$ cat config.mk
export PLATFORM = sky130hd
export DESIGN_NAME = traffic_light_ctrl
export DESIGN_NICKNAME = d
export VERILOG_FILES = /design/src/rtl/tlc_pkg.sv /design/src/rtl/tlc_rst_sync.sv /design/src/rtl/tlc_dwell_timer.sv /design/src/rtl/tlc_light_fsm.sv /design/src/rtl/traffic_light_ctrl.sv
export SDC_FILE = /design/constraint.sdc
export NUM_CORES = 1
export LEC_CHECK = 0
export BUFFER_PORTS_ARGS = -buffer_cell sky130_fd_sc_hd__buf_2
export CORE_MARGIN = 2
export CORE_UTILIZATION = 45
export DETAILED_ROUTE_END_ITERATION = 8
export PLACE_DENSITY_LB_ADDON = 0.05
export SYNTH_ARGS = -nofsm -noshare
export SYNTH_HDL_FRONTEND = slang
export SYNTH_HIERARCHICAL = 1
export SYNTH_SLANG_ARGS = --single-unit
$ cat constraint.sdc
create_clock -name clk -period 1.1 [get_ports clk]
set_input_delay 0.055 -clock clk [delete_from_list [all_inputs] [get_ports clk]]
set_output_delay 0.055 -clock clk [all_outputs]
set_load 0.005 [all_outputs]
$ cat src/rtl/tlc_pkg.sv
package tlc_pkg;
  typedef enum logic {
    GREEN_NS = 1'b0,
    GREEN_EW = 1'b1
  } light_state_e;
endpackage

$ cat src/rtl/tlc_rst_sync.sv
module tlc_rst_sync (
  input  logic clk,
  input  logic rst_n,
  output logic rst_n_sync
);
  logic [1:0] sync_q;

  always_ff @(posedge clk or negedge rst_n) begin
    if (!rst_n) sync_q <= 2'b00;
    else        sync_q <= {sync_q[0], 1'b1};
  end

  assign rst_n_sync = sync_q[1];
endmodule

$ cat src/rtl/tlc_dwell_timer.sv
module tlc_dwell_timer #(
  parameter int unsigned DWELL_CYCLES = 32'd1_500_000_000
) (
  input  logic clk,
  input  logic rst_n,
  output logic step
);
  localparam int unsigned CNT_W = (DWELL_CYCLES > 1) ? $clog2(DWELL_CYCLES) : 1;
  localparam logic [CNT_W-1:0] LAST = CNT_W'(DWELL_CYCLES - 1);

  logic [CNT_W-1:0] cnt_q, cnt_d;
  logic             at_last;

  assign at_last = (cnt_q == LAST);
  assign step    = at_last;

  always_comb begin
    if (at_last) cnt_d = '0;
    else         cnt_d = cnt_q + 1'b1;
  end

  always_ff @(posedge clk or negedge rst_n) begin
    if (!rst_n) cnt_q <= '0;
    else        cnt_q <= cnt_d;
  end

  // After a step the count restarts, so the next step is a full period away.
  p_wrap_after_step_r6: assert property (@(posedge clk) disable iff (!rst_n)
    step |=> (cnt_q == '0));
endmodule

$ cat src/rtl/tlc_light_fsm.sv
module tlc_light_fsm
  import tlc_pkg::*;
(
  input  logic clk,
  input  logic rst_n,
  input  logic step,
  input  logic ns_car,
  input  logic ew_car,
  output logic ns_green,
  output logic ew_green
);
  light_state_e state_q, state_d;

  always_comb begin
    state_d = state_q;
    if (step) begin
      unique case (state_q)
        GREEN_NS: if (ew_car) state_d = GREEN_EW;
        GREEN_EW: if (ns_car) state_d = GREEN_NS;
        default:  state_d = GREEN_NS;
      endcase
    end
  end

  always_ff @(posedge clk or negedge rst_n) begin
    if (!rst_n) state_q <= GREEN_NS;
    else        state_q <= state_d;
  end

  assign ns_green = (state_q == GREEN_NS);
  assign ew_green = (state_q == GREEN_EW);

  p_to_ew_r3: assert property (@(posedge clk) disable iff (!rst_n)
    (step && ns_green && ew_car) |=> ew_green);
  p_to_ns_r4: assert property (@(posedge clk) disable iff (!rst_n)
    (step && ew_green && ns_car) |=> ns_green);
  p_hold_ns_r5: assert property (@(posedge clk) disable iff (!rst_n)
    (ns_green && !ew_car) |=> ns_green);
  p_hold_ew_r5: assert property (@(posedge clk) disable iff (!rst_n)
    (ew_green && !ns_car) |=> ew_green);
  p_change_on_step_r6: assert property (@(posedge clk) disable iff (!rst_n)
    (ew_green != $past(ew_green)) |-> $past(step));
endmodule

$ cat src/rtl/traffic_light_ctrl.sv
module traffic_light_ctrl #(
  parameter int unsigned DWELL_CYCLES = 32'd1_500_000_000
) (
  input  logic clk,
  input  logic rst_n,
  input  logic ns_car,
  input  logic ew_car,
  output logic ns_green,
  output logic ew_green
);
  logic rst_n_int;
  logic step;

  tlc_rst_sync u_rst_sync (
    .clk        (clk),
    .rst_n      (rst_n),
    .rst_n_sync (rst_n_int)
  );

  tlc_dwell_timer #(.DWELL_CYCLES(DWELL_CYCLES)) u_timer (
    .clk   (clk),
    .rst_n (rst_n_int),
    .step  (step)
  );

  tlc_light_fsm u_fsm (
    .clk      (clk),
    .rst_n    (rst_n_int),
    .step     (step),
    .ns_car   (ns_car),
    .ew_car   (ew_car),
    .ns_green (ns_green),
    .ew_green (ew_green)
  );

  // Checked at the ports, from the timer and FSM outputs together.
  p_one_light_r2: assert property (@(posedge clk) disable iff (!rst_n_int)
    $countones({ns_green, ew_green}) == 1);
endmodule

After elaboration in Yosys (flattened, before gate mapping)
Cells that the tools add are included.
- register bits after elaboration: 34
- input bits: 4
- output and inout port bits: 2
- logic and storage cells: 10
- add/sub/neg operators: 1
- equality and inequality tests: 1
- multiplexer cells: 4
- bitwise operators: 1
- operators by type and width (operator ; number):
    $add A31 B1 Y31 const B ; 1
    $eq A31 B31 Y1 const B ; 1
    $mux W31 ; 1
    $mux W1 ; 2
    $pmux W1 S2 ; 1
    $not A1 Y1 ; 1

Longest topological paths before layout
Gate-level depths: netlist of the first run.
- depth after elaboration: 2
- depth in mapped cells: 7
- mapped depth without buffers: 6

Hierarchy
The synthesis of the first run kept the hierarchy.
- modules (own cells, without submodules) (module ; instances ; cells an instance ; area an instance (um2) ; seq. area each (um2)):
    tlc_dwell_timer ; 1 ; 159 ; 1564.0 ; 775.7
    tlc_rst_sync ; 1 ; 3 ; 53.8 ; 50.0
    tlc_light_fsm ; 1 ; 4 ; 40.0 ; 25.0

Worst setup path after synthesis of the first run
OpenSTA, ideal clock, no wires.
- path type: reg2reg
- start point: reg u_timer.cnt_q[0]
- end point: reg u_timer.cnt_q[22]
- library setup time: 0.073 ns
- arrival: 1.968 ns
- path slack: -0.941 ns
- stages on the path, launching flop included: 7
- buffers on the path: 1
- clock period less this slack: 2.041 ns
- path through: dfrtp_1 -> ha_1 -> nand3_1 -> or4_1 -> buf_2 -> or4b_4 -> a21oi_2
- longest elaborated chain between the ends: 2
- elaborated cells on any way between the ends: 3
- ends and longest elaborated chain (what ; RTL line ; source):
    start, declared ; tlc_dwell_timer.sv:11 ; logic [CNT_W-1:0] cnt_q, cnt_d;
    start signal, assigned ; tlc_dwell_timer.sv:24 ; else cnt_q <= cnt_d;
    $add A31 B1 Y31 or $eq A31 B31 Y1 (tied branches) ; tlc_dwell_timer.sv:19, tlc_dwell_timer.sv:14 ;
    $mux W31 (*) ; tlc_dwell_timer.sv:18 ; if (at_last) cnt_d = '0;
    via u_timer.cnt_d[22] ; tlc_dwell_timer.sv:11 ;
Mark *: on every way through the listed nets, which the timed path passes. The rest lies on a longest branch.
A chain may end at the register's enable or synchronous reset.

Worst setup path in the final report of the first run
- start point: reg u_timer.cnt_q[5]
- end point: reg u_timer.cnt_q[22]
The elaborated chain is that of the path after synthesis.

==> flow_summary.yaml, run 1 <==
status:
  outcome: "finished, violations left"
  violations: "negative setup slack"
floorplan:
  fp-row-count: 22
  core_area_sq_um: 3610
  start_util: 0.460
  die_w_um: 64.7
  pin_count: 6
  dieHeight_um: 64.7
  die_area_sq_um: 4190
clocking:
  cts_buffer_depth: 2
  clock-sinks: 34
  path_clk_slew_ns: 0.07
  numCtsBuffers: 5
  clockRootBuffer: "clkbuf_8"
  clk_latency_ns: 0.28
  h-tree-depth: 2
  cts_tree: "built"
sta:
  finalMaxSlewViolations: 0
  finClkSkew_ns: 0.00399
  setup_violations: 32
  holdWs_ns: 0.0456
  clock.fmax_ghz: 0.536
  fin_tns_setup_ns: -16.09
  hold_violations: 0
  setup_slack_ns: -0.766
  rsz0062_at_grt: "true"
  finalCritPeriodShare: 1.70
  final.min_clock_period_ns: 1.87
power_and_ir_drop:
  p_leak_nw: 1.26
  power.density_nw_per_um2: 823
  irDropWorstVdd_mv: 0.836
routing:
  num_vias: 1642
  drc_errors: 0
  postRouteAntennaNets: 0
  drt_iter0_markers: 70
  routedWlPerCell_um: 16.3
  wl_um: 4880
  firstDrtPassIters: 4
  routed_via_density: 5.49
grt:
  grt_pass1_vias: 1627
  track_usage: 0.243
  overflow: 0
  grt_max_degree: 32
  grt_pass1_wl_um: 7550
  antenna_found_initial: 0
worst_setup_path:
  crit_family: "simple AND/OR/NAND/NOR gates"
  crit_path_end_kind: "flop"
  cp_slowest_cell: "or4_4"
  critPathMaxStageDelay_ns: 0.61
  worst-endpoint-required_ns: 1.31
  crit_buf_inv: 0
  startpoint_type: "flop"
  cp_max_fo: 5
  arrival_ns: 2.08
  critical_path_class: "reg -> reg"
  crit_chain: "nand4_1, or4_4, or4b_4, a21oi_2"
layout:
  nets: 255
  area_growth_pct: 64.6
  layout-drive-gt1-share: 0.534
  antenna_cells: 0
place:
  finalWeightedCongestion: 0.865
  portBuffers: 5
  hpwlAfterDp_um: 3050
synth:
  avgSynthCellArea_sq_um: 9.99
  syn_nets: 171
  netlist_area_sq_um: 1660
  yosys_register_bits: 34
  ys_warn_count: 6
  synth_top_area_frac: 0.513
  synthCells: 166
  synth_area_leaders: "dfrtp_1 51%, xnor2_1 5.8%, nand4_1 4.5%"
  synthDistinctLibCells: 34
  synth_area_leader_cell: "dfrtp_1"
  ys_seq_area_frac: 0.513
worst_hold_path:
  hold_path.class: "reg -> async"
run:
  max_cap_viol_count: 0
[worst paths after layout]
path / start / to / slack, ns / cells after the start
setup / recovery: u_timer/cnt_q[5]$_DFF_PN0_ / u_timer/cnt_q[22]$_DFF_PN0_ / -0.77 / 4
hold / removal: u_rst_sync/sync_q[1]$_DFF_PN0_ / u_fsm/ew_green$_DFFE_PN0P_ / 0.05 / 0
setup reg to reg: u_timer/cnt_q[5]$_DFF_PN0_ / u_timer/cnt_q[22]$_DFF_PN0_ / -0.77 / 4
hold reg to reg: u_rst_sync/sync_q[1]$_DFF_PN0_ / u_fsm/ew_green$_DFFE_PN0P_ / 0.05 / 0
max in group asynchronous: u_rst_sync/sync_q[1]$_DFF_PN0_ / u_timer/cnt_q[4]$_DFF_PN0_ / 0.67 / 1
min in group clk: ew_car / u_fsm/ew_green$_DFFE_PN0P_ / 0.09 / 3
[layout make-up]
type | instances | area (sq um)
Sequential cell | 34 | 851
Inverter | 4 | 15.0
Multi-Input combinational cell | 121 | 1030
Clock buffer | 7 | 86.3
Clock inverter | 1 | 5.00
Fill cell | 249 | 877
Timing Repair Buffer | 84 | 681
Tap cell | 48 | 60.1
[stage by stage]
step	power, mW	cells	area, sq um	setup WS (ns)	util
after floorplan	1.29	166	1760	-0.812	-
after detailed placement	1.32	270	2230	-0.736	0.619
after CTS	2.27	289	2490	-0.723	0.689
after global placement	1.32	270	2230	-0.706	0.619
final	2.25	299	2730	-0.766	0.757
after global routing	2.35	299	2730	-0.833	0.757
[report_power, final]
part | internal (mW) | switching [mW]
clock | 0.505 | 0.443
sequential | 1.25 | 0.00275
combinational | 0.0156 | 0.0262
total | 1.77 | 0.472
[sequential cells by signal (all words and copies together) (netlist names)]
| name | flops |
|---|---|
| u_timer/cnt_q | 31 |
| u_rst_sync/sync_q | 2 |
| u_fsm/ew_green | 1 |
[placed cells by master (no fill, tap or decap), types with 2 or more instances in the layout]
master and count:
nand3_2 3, nor3_4 3, buf_2 5, nor4_1 2, o21ai_2 3, nor2_1 2, inv_1 4, nor2_4 4
clkbuf_8 6, or3_1 5, a21oi_2 7, buf_4 64, nor4b_2 2, dlygate4sd3_1 2, or4_1 2, o31ai_2 2
xor2_1 5, xnor2_1 11, nor4_4 3, nand4_1 12, nand3_1 7, nand3_4 2, o21ai_1 2, o21ai_0 5
nand2_1 9, or4_4 3, nand2_2 2, and3_1 2, dfrtp_1 34, or2_4 2, and4_1 2, a21oi_1 5
buf_6 12
[layer usage]
metal | share of wire | wire length, um | vias up | global-route usage
met5 | 0 | 0 | - | 0
met4 | 0.027 | 133 | 0 | 0.120
met3 | 0.037 | 180 | 12 | 0.0625
met2 | 0.51 | 2510 | 39 | 0.401
met1 | 0.42 | 2050 | 815 | 0.295
li1 | - | - | 776 | -
[worst register-to-register path: stages (launching register included)]
cell     delay (ns)
dfrtp_1        0.36
nand4_1        0.16
or4_4          0.61
or4b_4         0.53
a21oi_2        0.13
[what timing repair did]
action | in CTS | in global routing
pin swaps | 9 | 21
hold buffers | 2 | 0
setup buffers | 10 | 10
setup endpoints to repair | 29 | 29
gates resized for setup | 17 | 39
hold endpoints to repair | 3 | 0
gates cloned | 0 | 0
[synthesized netlist by cell type, drive strengths merged]
master,number
dfrtp,34
nand4,13
a21oi,12
nand3,12
nand2,11
xnor2,11
o21ai,10
nor2,6
clkbuf,5
nor3,5
nor4,5
or3,5
or4,5
xor2,5
inv,4
and4,3
and3,2
buf,2
nor4b,2
o31ai,2
or2,2
a31o,1
a31oi,1
conb,1
ha,1
nor2b,1
nor3b,1
nor4bb,1
o211ai,1
or3b,1
or4b,1
[kinds of logic (layout without fill, tap and decap cells)]
group	count (synthesis)	count (layout)	share of synthesized area
compound gates	27	27	0.0913
simple gates	76	76	0.272
fa+ha+maj	1	1	0.00755
flops	34	34	0.513
xor+xnor	16	16	0.0845
buf+inv	11	96	0.0287
other cells	1	1	0.00226
(Power assumes the default switching activity.)
==> run 2, diff against run 1 <==
- CTS_BUF_LIST: default -> sky130_fd_sc_hd__clkbuf_4 sky130_fd_sc_hd__clkbuf_8
==> run 2 against run 1 <==
Compared with the run above:
- the flow still finishes with violations (negative setup slack)
- clock skew barely moved
- worst hold slack got worse by 0.00062 ns
- critical path depth did not move
- combinational power fell by 2%
- critical endpoint unchanged
- largest cell class unchanged
==> flow_summary.yaml, run 2 (synthesis gave the netlist of run 1 again) <==
grt:
  grt_pass1_wl_um: 7590
  overflow: 0
  grt_pass1_vias: 1630
  antenna_found_initial: 0
  grt_max_degree: 32
  track_usage: 0.244
clocking:
  path_clk_slew_ns: 0.07
  clk_latency_ns: 0.28
  cts_buffer_depth: 2
  h-tree-depth: 2
  clock-sinks: 34
  cts_tree: "built"
  clockRootBuffer: "clkbuf_8"
  numCtsBuffers: 5
floorplan:
  fp-row-count: 22
  dieHeight_um: 64.7
  core_area_sq_um: 3610
  die_w_um: 64.7
  die_area_sq_um: 4190
  start_util: 0.460
  pin_count: 6
layout:
  layout_common_cells: "61 x buf_4, 34 x dfrtp_1, 12 x buf_6, 12 x nand4_1, 11 x xnor2_1"
  nets: 252
  multiInputGateArea_sq_um: 1030
  fillCellCount: 254
  top_register: "u_timer/cnt_q"
  final_common_cell: "buf_4"
  layout-drive-gt1-share: 0.536
  seqCellArea_sq_um: 851
  largest_reg_flops: 31
  area_growth_pct: 63.6
  antenna_cells: 0
power_and_ir_drop:
  power.density_nw_per_um2: 835
  p_leak_nw: 1.25
  irDropWorstVdd_mv: 0.929
  fin_total_pwr_mw: 2.26
worst_setup_path:
  worst-endpoint-required_ns: 1.31
  arrival_ns: 2.09
  crit_path_end_kind: "flop"
  startpoint_type: "flop"
  cp_max_fo: 5
  critical_path_class: "reg -> reg"
sta:
  finalMaxSlewViolations: 0
  rsz0062_at_grt: "true"
  finalCritPeriodShare: 1.70
  setup_slack_ns: -0.772
  holdWs_ns: 0.0450
  setup_violations: 32
  hold_violations: 0
  final.min_clock_period_ns: 1.87
  finClkSkew_ns: 0.00394
  clock.fmax_ghz: 0.534
routing:
  firstDrtPassIters: 4
  drt_iter0_markers: 63
  postRouteAntennaNets: 0
  drc_errors: 0
  routedWlPerCell_um: 16.3
  num_vias: 1628
  wl_um: 4830
  routed_via_density: 5.50
status:
  violations: "negative setup slack"
  outcome: "finished, violations left"
run:
  max_cap_viol_count: 0
place:
  hpwlAfterDp_um: 3050
  finalWeightedCongestion: 0.865
  portBuffers: 5
worst_hold_path:
  hold_path.class: "reg -> async"
==> run 2: changes by cell type in the layout (fill, tap and decap cells not counted) <==
| cell | change |
|---|---|
| buf_4 | -3 |
| clkbuf_1 | -1 |
| clkbuf_4 | +1 |
| nor2_1 | -1 |
| nor2_2 | +1 |
==> run 2: worst max-delay path: stages (launching register included) <==
cell     delay (ns)
dfrtp_1        0.37
nand4_1        0.16
or4_4          0.61
or4b_4         0.53
a21oi_2        0.13
==> run 2: final cells by class <==
| cell class | count | share of cell area |
|---|---|---|
| Multi-Input combinational cell | 121 | 0.381 |
| Sequential cell | 34 | 0.314 |
| Timing Repair Buffer | 81 | 0.243 |
| Clock buffer | 7 | 0.0332 |
| Tap cell | 48 | 0.0221 |
| Inverter | 4 | 0.00554 |
| Clock inverter | 1 | 0.00185 |
==> run 2: metrics by stage <==
stage	std cells	util	TNS [ns]	area, sq um	setup WS (ns)
2_1_floorplan	166	-	-12.83	1760	-0.812
3_3_place_gp	270	0.619	-15.19	2230	-0.706
3_5_place_dp	270	0.619	-16.12	2230	-0.736
4_1_cts	289	0.690	-14.50	2490	-0.723
5_1_grt	296	0.752	-18.72	2710	-0.833
6_report	296	0.752	-15.92	2710	-0.772
==> run 2: final timing paths <==
check	from	to	slack [ns]	cells past startpoint
max	u_timer/cnt_q[5]$_DFF_PN0_	u_timer/cnt_q[22]$_DFF_PN0_	-0.77	4
min	u_rst_sync/sync_q[1]$_DFF_PN0_	u_fsm/ew_green$_DFFE_PN0P_	0.04	0
max reg2reg	u_timer/cnt_q[5]$_DFF_PN0_	u_timer/cnt_q[22]$_DFF_PN0_	-0.77	4
min reg2reg	u_rst_sync/sync_q[1]$_DFF_PN0_	u_fsm/ew_green$_DFFE_PN0P_	0.04	0
max in group asynchronous	u_rst_sync/sync_q[1]$_DFF_PN0_	u_timer/cnt_q[23]$_DFF_PN0_	0.67	1
min in group clk	ew_car	u_fsm/ew_green$_DFFE_PN0P_	0.09	3
==> run 2: layer usage <==
layer,global-route usage,wire [um],vias to the layer above
met2,0.405,2510,28
met4,0.122,143,0
met3,0.0590,134,12
li1,-,-,771
met5,0,0,-
met1,0.297,2040,817
==> run 2: timing repair <==
action	CTS	global route
setup endpoints to repair	29	29
gates resized for setup	17	40
hold buffers	2	0
setup buffers	10	7
pin swaps	9	21
cloned	0	0
endpoints found under the hold margin	3	0
==> run 2: where the power goes <==
group / switching (mW) / leakage (nW) / internal, mW / total, mW
Combinational: 0.0256 / 0.735 / 0.0156 / 0.0412
Sequential: 0.00273 / 0.461 / 1.25 / 1.26
Clock: 0.438 / 0.0517 / 0.529 / 0.967
